===== src/rtl/bbl_pkg.sv =====
package bbl_pkg;
  typedef struct packed {
    logic load;      // capture window from the start inputs
    logic nextPage;  // a page has been moved: advance page and address
    logic skipBad;   // current block is bad: step over it, widen window
  } bblStrobe_t;

  typedef enum logic [3:0] {
    S_IDLE, S_EVAL, S_CHK_REQ, S_CHK_WAIT,
    S_RD_REQ, S_RD_WAIT, S_MV_REQ, S_MV_WAIT, S_DONE
  } bblState_t;
endpackage


===== src/rtl/bbl_dpath.sv =====
module bbl_dpath import bbl_pkg::*; #(
  parameter int ADDR_W        = 32,
  parameter int PAGE_BYTES    = 512,
  parameter int PAGES_PER_BLK = 4,
  parameter int BLOCKS        = 16,
  parameter bit BUS16         = 1'b0,
  localparam int PAGE_SH = $clog2(PAGE_BYTES),
  localparam int PG_W    = $clog2(PAGES_PER_BLK),
  localparam int BLK_SH  = PAGE_SH + PG_W,
  localparam int BLK_W   = ADDR_W - BLK_SH
) (
  input  logic              clk,
  input  logic              rstN,
  input  bblStrobe_t        strb,
  input  logic [ADDR_W-1:0] flashOffs,
  input  logic [ADDR_W-1:0] imageSize,
  input  logic [ADDR_W-1:0] dstBase,
  input  logic [15:0]       markWord,
  output logic [BLK_W-1:0]  curBlock,
  output logic [PG_W-1:0]   curPage,
  output logic [ADDR_W-1:0] curDst,
  output logic [BLK_W-1:0]  badCount,
  output logic              misaligned,
  output logic              pastLast,
  output logic              outOfRange,
  output logic              onLastPage,
  output logic              markBad
);
  localparam logic [PG_W-1:0]   LAST_PG  = PG_W'(PAGES_PER_BLK - 1);
  localparam logic [BLK_W-1:0]  DEV_END  = BLK_W'(BLOCKS);
  localparam logic [ADDR_W-1:0] PG_STEP  = ADDR_W'(PAGE_BYTES);

  logic [BLK_W-1:0]  blkQ, lastQ, badQ;
  logic [PG_W-1:0]   pageQ;
  logic [ADDR_W-1:0] dstQ;
  logic [ADDR_W-1:0] endByte;

  assign endByte = flashOffs + imageSize - ADDR_W'(1);

  always_ff @(posedge clk) begin
    if (!rstN) begin
      blkQ  <= '0;
      lastQ <= '0;
      badQ  <= '0;
      pageQ <= '0;
      dstQ  <= '0;
    end else if (strb.load) begin
      blkQ  <= flashOffs[ADDR_W-1:BLK_SH];
      lastQ <= endByte[ADDR_W-1:BLK_SH];
      pageQ <= flashOffs[BLK_SH-1:PAGE_SH];
      dstQ  <= dstBase;
      badQ  <= '0;
    end else if (strb.skipBad) begin
      blkQ  <= blkQ + BLK_W'(1);
      lastQ <= lastQ + BLK_W'(1);
      badQ  <= badQ + BLK_W'(1);
    end else if (strb.nextPage) begin
      dstQ <= dstQ + PG_STEP;
      if (pageQ == LAST_PG) begin
        pageQ <= '0;
        blkQ  <= blkQ + BLK_W'(1);
      end else begin
        pageQ <= pageQ + PG_W'(1);
      end
    end
  end

  assign curBlock   = blkQ;
  assign curPage    = pageQ;
  assign curDst     = dstQ;
  assign badCount   = badQ;
  assign misaligned = |flashOffs[PAGE_SH-1:0];
  assign pastLast   = blkQ > lastQ;
  assign outOfRange = blkQ >= DEV_END;
  assign onLastPage = pageQ == LAST_PG;

  generate
    if (BUS16) begin : g_wordMark
      assign markBad = markWord != 16'hFFFF;
    end else begin : g_byteMark
      assign markBad = markWord[7:0] != 8'hFF;
    end
  endgenerate

  // Skipping a bad block moves both ends of the window together.
  p_span_kept_r5: assert property (@(posedge clk) disable iff (!rstN)
    strb.skipBad |=> (lastQ - blkQ) == $past(lastQ - blkQ));

  // Moving a page that is not the last one stays in the same block.
  p_page_in_block_r6: assert property (@(posedge clk) disable iff (!rstN)
    (strb.nextPage && pageQ != LAST_PG) |=> blkQ == $past(blkQ));
endmodule


===== src/rtl/bbl_ctrl.sv =====
module bbl_ctrl import bbl_pkg::*; (
  input  logic       clk,
  input  logic       rstN,
  input  logic       start,
  input  logic       misaligned,
  input  logic       pastLast,
  input  logic       outOfRange,
  input  logic       onLastPage,
  input  logic       markBad,
  input  logic       rdDone,
  input  logic       mvDone,
  output bblStrobe_t strb,
  output logic       rdReq,
  output logic       rdSpare,
  output logic       mvStart,
  output logic       busy,
  output logic       done,
  output logic       errAlign,
  output logic       errRange
);
  bblState_t st, nxt;

  always_comb begin
    nxt     = st;
    strb    = '0;
    rdReq   = 1'b0;
    rdSpare = 1'b0;
    mvStart = 1'b0;
    done    = 1'b0;
    unique case (st)
      S_IDLE: if (start && !misaligned) begin
        strb.load = 1'b1;
        nxt       = S_EVAL;
      end
      S_EVAL: begin
        if (pastLast)        nxt = S_DONE;
        else if (outOfRange) nxt = S_IDLE;
        else                 nxt = S_CHK_REQ;
      end
      S_CHK_REQ: begin
        rdReq   = 1'b1;
        rdSpare = 1'b1;
        nxt     = S_CHK_WAIT;
      end
      S_CHK_WAIT: if (rdDone) begin
        if (markBad) begin
          strb.skipBad = 1'b1;
          nxt          = S_EVAL;
        end else begin
          nxt = S_RD_REQ;
        end
      end
      S_RD_REQ: begin
        rdReq = 1'b1;
        nxt   = S_RD_WAIT;
      end
      S_RD_WAIT: if (rdDone) nxt = S_MV_REQ;
      S_MV_REQ: begin
        mvStart = 1'b1;
        nxt     = S_MV_WAIT;
      end
      S_MV_WAIT: if (mvDone) begin
        strb.nextPage = 1'b1;
        nxt           = onLastPage ? S_EVAL : S_RD_REQ;
      end
      S_DONE: begin
        done = 1'b1;
        nxt  = S_IDLE;
      end
      default: nxt = S_IDLE;
    endcase
  end

  always_ff @(posedge clk) begin
    if (!rstN) begin
      st       <= S_IDLE;
      errAlign <= 1'b0;
      errRange <= 1'b0;
    end else begin
      st <= nxt;
      if (st == S_IDLE && start) begin
        errAlign <= misaligned;
        errRange <= 1'b0;
      end else if (st == S_EVAL && !pastLast && outOfRange) begin
        errRange <= 1'b1;
      end
    end
  end

  assign busy = st != S_IDLE;

  p_align_quiet_r1: assert property (@(posedge clk) disable iff (!rstN)
    errAlign |-> (!busy && !rdReq));

  p_read_window_r2: assert property (@(posedge clk) disable iff (!rstN)
    rdReq |-> (!pastLast && !outOfRange));

  p_done_pulse_r8: assert property (@(posedge clk) disable iff (!rstN)
    done |=> !done);

  p_range_halt_r9: assert property (@(posedge clk) disable iff (!rstN)
    errRange |-> (!busy && !done));

  p_mv_after_rd_r10: assert property (@(posedge clk) disable iff (!rstN)
    mvStart |-> $past(rdDone));
endmodule


===== src/rtl/bbskip_loader.sv =====
module bbskip_loader import bbl_pkg::*; #(
  parameter int ADDR_W        = 32,
  parameter int PAGE_BYTES    = 512,
  parameter int PAGES_PER_BLK = 4,
  parameter int BLOCKS        = 16,
  parameter int MARK_POS      = 5,
  parameter bit BUS16         = 1'b0,
  localparam int PG_W  = $clog2(PAGES_PER_BLK),
  localparam int BLK_W = ADDR_W - $clog2(PAGE_BYTES) - PG_W
) (
  input  logic              clk,
  input  logic              rstN,
  input  logic              start,
  input  logic [ADDR_W-1:0] flashOffs,
  input  logic [ADDR_W-1:0] imageSize,
  input  logic [ADDR_W-1:0] dstBase,
  output logic              rdReq,
  output logic              rdSpare,
  output logic [BLK_W-1:0]  rdBlock,
  output logic [PG_W-1:0]   rdPage,
  output logic [15:0]       rdCol,
  input  logic              rdDone,
  input  logic [15:0]       rdMark,
  output logic              mvStart,
  output logic [ADDR_W-1:0] mvDst,
  input  logic              mvDone,
  output logic              busy,
  output logic              done,
  output logic              errAlign,
  output logic              errRange,
  output logic [BLK_W-1:0]  badCount
);
  bblStrobe_t       strb;
  logic [PG_W-1:0]  curPage;
  logic             misaligned, pastLast, outOfRange, onLastPage, markBad;

  bbl_dpath #(
    .ADDR_W(ADDR_W), .PAGE_BYTES(PAGE_BYTES), .PAGES_PER_BLK(PAGES_PER_BLK),
    .BLOCKS(BLOCKS), .BUS16(BUS16)
  ) uDpath (
    .clk(clk), .rstN(rstN), .strb(strb),
    .flashOffs(flashOffs), .imageSize(imageSize), .dstBase(dstBase),
    .markWord(rdMark),
    .curBlock(rdBlock), .curPage(curPage), .curDst(mvDst),
    .badCount(badCount), .misaligned(misaligned), .pastLast(pastLast),
    .outOfRange(outOfRange), .onLastPage(onLastPage), .markBad(markBad)
  );

  bbl_ctrl uCtrl (
    .clk(clk), .rstN(rstN), .start(start),
    .misaligned(misaligned), .pastLast(pastLast), .outOfRange(outOfRange),
    .onLastPage(onLastPage), .markBad(markBad),
    .rdDone(rdDone), .mvDone(mvDone),
    .strb(strb), .rdReq(rdReq), .rdSpare(rdSpare), .mvStart(mvStart),
    .busy(busy), .done(done), .errAlign(errAlign), .errRange(errRange)
  );

  assign rdPage = rdSpare ? '0 : curPage;
  assign rdCol  = rdSpare ? 16'(MARK_POS) : 16'h0;
endmodule


===== config.mk =====
export PLATFORM = sky130hd
export DESIGN_NAME = bbskip_loader
export DESIGN_NICKNAME = d
export VERILOG_FILES = /design/src/rtl/bbl_pkg.sv /design/src/rtl/bbl_dpath.sv /design/src/rtl/bbl_ctrl.sv /design/src/rtl/bbskip_loader.sv
export SDC_FILE = /design/constraint.sdc
export NUM_CORES = 1
export LEC_CHECK = 0
export BUFFER_PORTS_ARGS = -buffer_cell sky130_fd_sc_hd__buf_2
export CORE_AREA = 5 5 129 131
export CTS_BUF_LIST = sky130_fd_sc_hd__clkbuf_16
export CTS_CLUSTER_DIAMETER = 60
export DETAILED_ROUTE_END_ITERATION = 8
export DIE_AREA = 0 0 134 136
export PLACE_DENSITY = 0.82
export RECOVER_POWER = 25
export SLEW_MARGIN = 30
export SYNTH_ARGS = -nofsm -noshare
export SYNTH_HDL_FRONTEND = slang
export SYNTH_HIERARCHICAL = 1
export SYNTH_SLANG_ARGS = --single-unit
export TNS_END_PERCENT = 100

===== constraint.sdc =====
create_clock -name clk -period 3.9 [get_ports clk]
set_clock_uncertainty 0.15 [all_clocks]
set_input_delay 0.78 -clock clk [delete_from_list [all_inputs] [get_ports clk]]
set_output_delay 0.78 -clock clk [all_outputs]
set_load 0.005 [all_outputs]

==> key figures <==
Synth
  – EDFF count, synth: 0
  – Syn Area/Cell: 7.67 sq um
  – Netlist cell types: 66
  – Post-Syn Instances: 1061
  – Ys async rst share: 0%
  – Synthesized cell area: 8140 sq um
  – Sequential area share after synthesis: 25.3%
  – FF+latch count, synth: between 100 and 150
  – Most used DFF post-synth: dfxtp_1
  – Ys Warns: 6

Critical path
  – Crit path DAT: 3.27 ns
  – Crit end category: register
  – Reg-to-Reg End: uDpath/curBlock[17]
  – CP max FO: 6
  – Reg2reg start: uCtrl/st[0]
  – CP startpoint: flashOffs[15]
  – Worst Setup Path Type: primary input to register
  – Cell depth of the worst flop-to-flop path: 10
  – Flop2flop setup slack: 0.83 ns
  – Setup crit start kind: primary input
  – Required time of the critical path: ~4.0 ns

Routing
  – Via count: 7685
  – Antenna viol nets, final: 0
  – DR vias/cell: 5.39
  – DR iter-0 viols: 364
  – Routed length per instance: 14.2 microns
  – Wirelength, routed: a little over 20 mm
  – Remaining routing DRC violations: 0
  – DRT Pass-1 Iters: 5

Die
  – Die height: 136 microns
  – Starting Density: 52.6%
  – Die X-Extent: roughly 130 microns
  – Die ar.: 18200 sq um
  – Core outline area: 15500 sq um
  – I/O Pins: roughly 220
  – # rows: 46

Placed design
  – Dpl hpwl: around 16 mm
  – I/O Buffers: 193
  – RePlAce Congestion: 0.909
  – Placed cells: approximately 1400

Cells and area
  – Ant diodes: 0
  – Share of layout cells above drive strength 1: 16.3%
  – P&R area growth vs syn: 15.9%
  – Final non-filler cell total: 1427
  – Nets: approximately 1400

Worst hold path
  – Hold_sp: uCtrl/errAlign
  – Hold Path Depth: 2
  – Worst Hold Endpoint: uCtrl/errAlign
  – Worst min-delay path class: register to register

Power and ir drop
  – P_leak: around 0.0047 uW
  – Peak supply drop: 185 uV
  – PD cells: 279 nW/um^2
  – Power Total: 2630 uW

Global routing
  – Met2 usage: 37.6%
  – GR Overflow Total: 0
  – Global Route met1 Usage: 27.0%
  – First-pass GRT wire length: 32.5 mm
  – Total global-route track usage: 21.4%
  – Vias in the first global route: about 7000
  – Largest net degree at the start of global routing: 46
  – Initial antenna violation count: 0
  – GR Util met3: 2.00%
  – Grt peak-use layer: met2

Timing
  – Fin crit share: a little over 80%
  – Endpoints failing hold: 0
  – Max Slew Vio Count: 0
  – Final setup vio count: 0
  – RSZ-0062 raised after global routing: no
  – Tightest Pin Transition: between 0.5 and 0.6 ns
  – Setup_tns: 0 ns
  – FMAX: 311 MHz
  – Min Tclk post-route: 3.21 ns
  – Slew Limit Headroom: 60.0%
  – Worst Hold Slack: 0.310 ns

Clocking
  – Depth of the CTS H-tree: 3
  – Root Driver: clkbuf_16
  – CTS sink cnt: 103
  – Post-CTS setup buffers: 0
  – CTS tree: yes
  – Clock-pin transition on the worst setup and hold timing paths: 0.07 ns
  – Num CTS Buffers: 9
  – Post_cts resized: 0
  – Clock latency on the worst-skew pair: 0.34 ns
  – Count of hold buffers inserted by post-cts repair: 0
  – Clock buffer depth: 2

Run status
  – Status: finished clean

Job
  – Max Cap Viol: 0
-- layout make-up --
| cell class | count | area (sq um) |
|---|---|---|
| tap | 192 | 240 |
| clock buffer | 9 | 225 |
| timing repair buffer | 200 | 980 |
| multi-input combinational | 755 | 5220 |
| sequential | 103 | 2060 |
| clock inverter | 6 | 103 |
| inverter | 162 | 608 |
| fill | 1381 | 6050 |
-- cells in the final DEF (no fill, tap or decap), drive strengths merged, types with 3 or more instances in the layout --
cell    instances
nand2          96
mux2i          16
nor2           56
o22ai           8
nor2b          19
a211o           3
nor3           17
nand3          39
a31oi           8
nor4b           7
dfxtp         103
a21oi          55
and2           19
o211a          25
o211ai          7
nand4          33
a21boi          6
buf           169
xnor2          53
xor2           40
o21ai          61
bufinv          3
and4            5
clkbuf         40
nor4            7
or2             6
or3            13
ha             86
and3           13
conb           14
a21o           16
inv           163
o21a            7
-- state kept, by name, indices dropped and copies added (netlist names) --
signal / cells
uCtrl/errAlign: 1
uCtrl/errRange: 1
uCtrl/st: 4
uDpath/badCount: 21
uDpath/curBlock: 21
uDpath/curDst: 32
uDpath/curPage: 2
uDpath/lastQ: 21
-- synthesized netlist by cell type (13+ instances only) --
cell type | number | area (sq um)
inv_1 | 158 | 593
dfxtp_1 | 103 | 2060
nand2_1 | 96 | 360
ha_1 | 86 | 1080
nor2_1 | 56 | 210
a21oi_1 | 54 | 270
xnor2_1 | 53 | 464
o21ai_0 | 47 | 235
xor2_1 | 40 | 350
nand3_1 | 39 | 195
nand4_1 | 33 | 206
clkbuf_1 | 26 | 97.6
o211a_1 | 25 | 250
and2_1 | 19 | 119
nor2b_1 | 19 | 119
buf_4 | 17 | 128
mux2i_1 | 16 | 160
nor3_1 | 16 | 80.1
a21o_1 | 15 | 113
o21ai_1 | 14 | 70.1
and3_1 | 13 | 81.3
or3_1 | 13 | 81.3
-- per-layer routing --
metal	routed length [microns]	vias up
met5	0	-
li1	-	3902
met4	500	0
met1	8980	3546
met2	9880	205
met3	907	32
-- where the power goes --
group          internal [uW]  total, uW  switching, uW
clock                    618       1000            381
sequential              1050       1060           6.24
combinational            250        574            324
-- metrics by stage --
stage | area (sq um) | worst slack (ns) | util (%)
after global routing | 9440 | 0.530 | 60.9
after global placement | 9150 | 0.376 | 59.1
after CTS | 9470 | 0.727 | 61.2
after floorplan | 8190 | 0.796 | -
final | 9440 | 0.688 | 60.9
after detailed placement | 9150 | 0.376 | 59.1
-- worst max path at each step --
stage,cells past startpoint,slack (ns),to
after floorplan,12,0.80,uDpath/lastQ[17]
after global placement,13,0.38,uDpath/lastQ[17]
after detailed placement,13,0.38,uDpath/lastQ[17]
after CTS,13,0.73,uDpath/lastQ[17]
after global routing,9,0.53,uDpath/curBlock[20]
final,13,0.69,uDpath/lastQ[17]
-- worst max-delay path, cell delays in order --
cell and delay (ns):
buf_2 0.13, inv_1 0.05, ha_1 0.27, inv_1 0.04, ha_1 0.36, a211o_1 0.28
a21oi_1 0.18, a21oi_1 0.13, a221o_1 0.37, a31oi_2 0.28, a211oi_1 0.14, xnor2_1 0.17
a21oi_1 0.08
-- logic make-up (layout without fill, tap and decap cells) --
logic type	Yosys count	after routing	synth area share [%]
AOI/OAI and AO/OA	209	209	16.9
and+or+nand+nor	337	337	21.2
DFF	103	103	25.3
adders and majority gates	86	86	13.2
muxes	16	16	1.97
xor gates and xnor gates	93	93	10.0
buffers and inverters	216	377	11.3
other	1	14	0.0461
(Power assumes the default switching activity.)
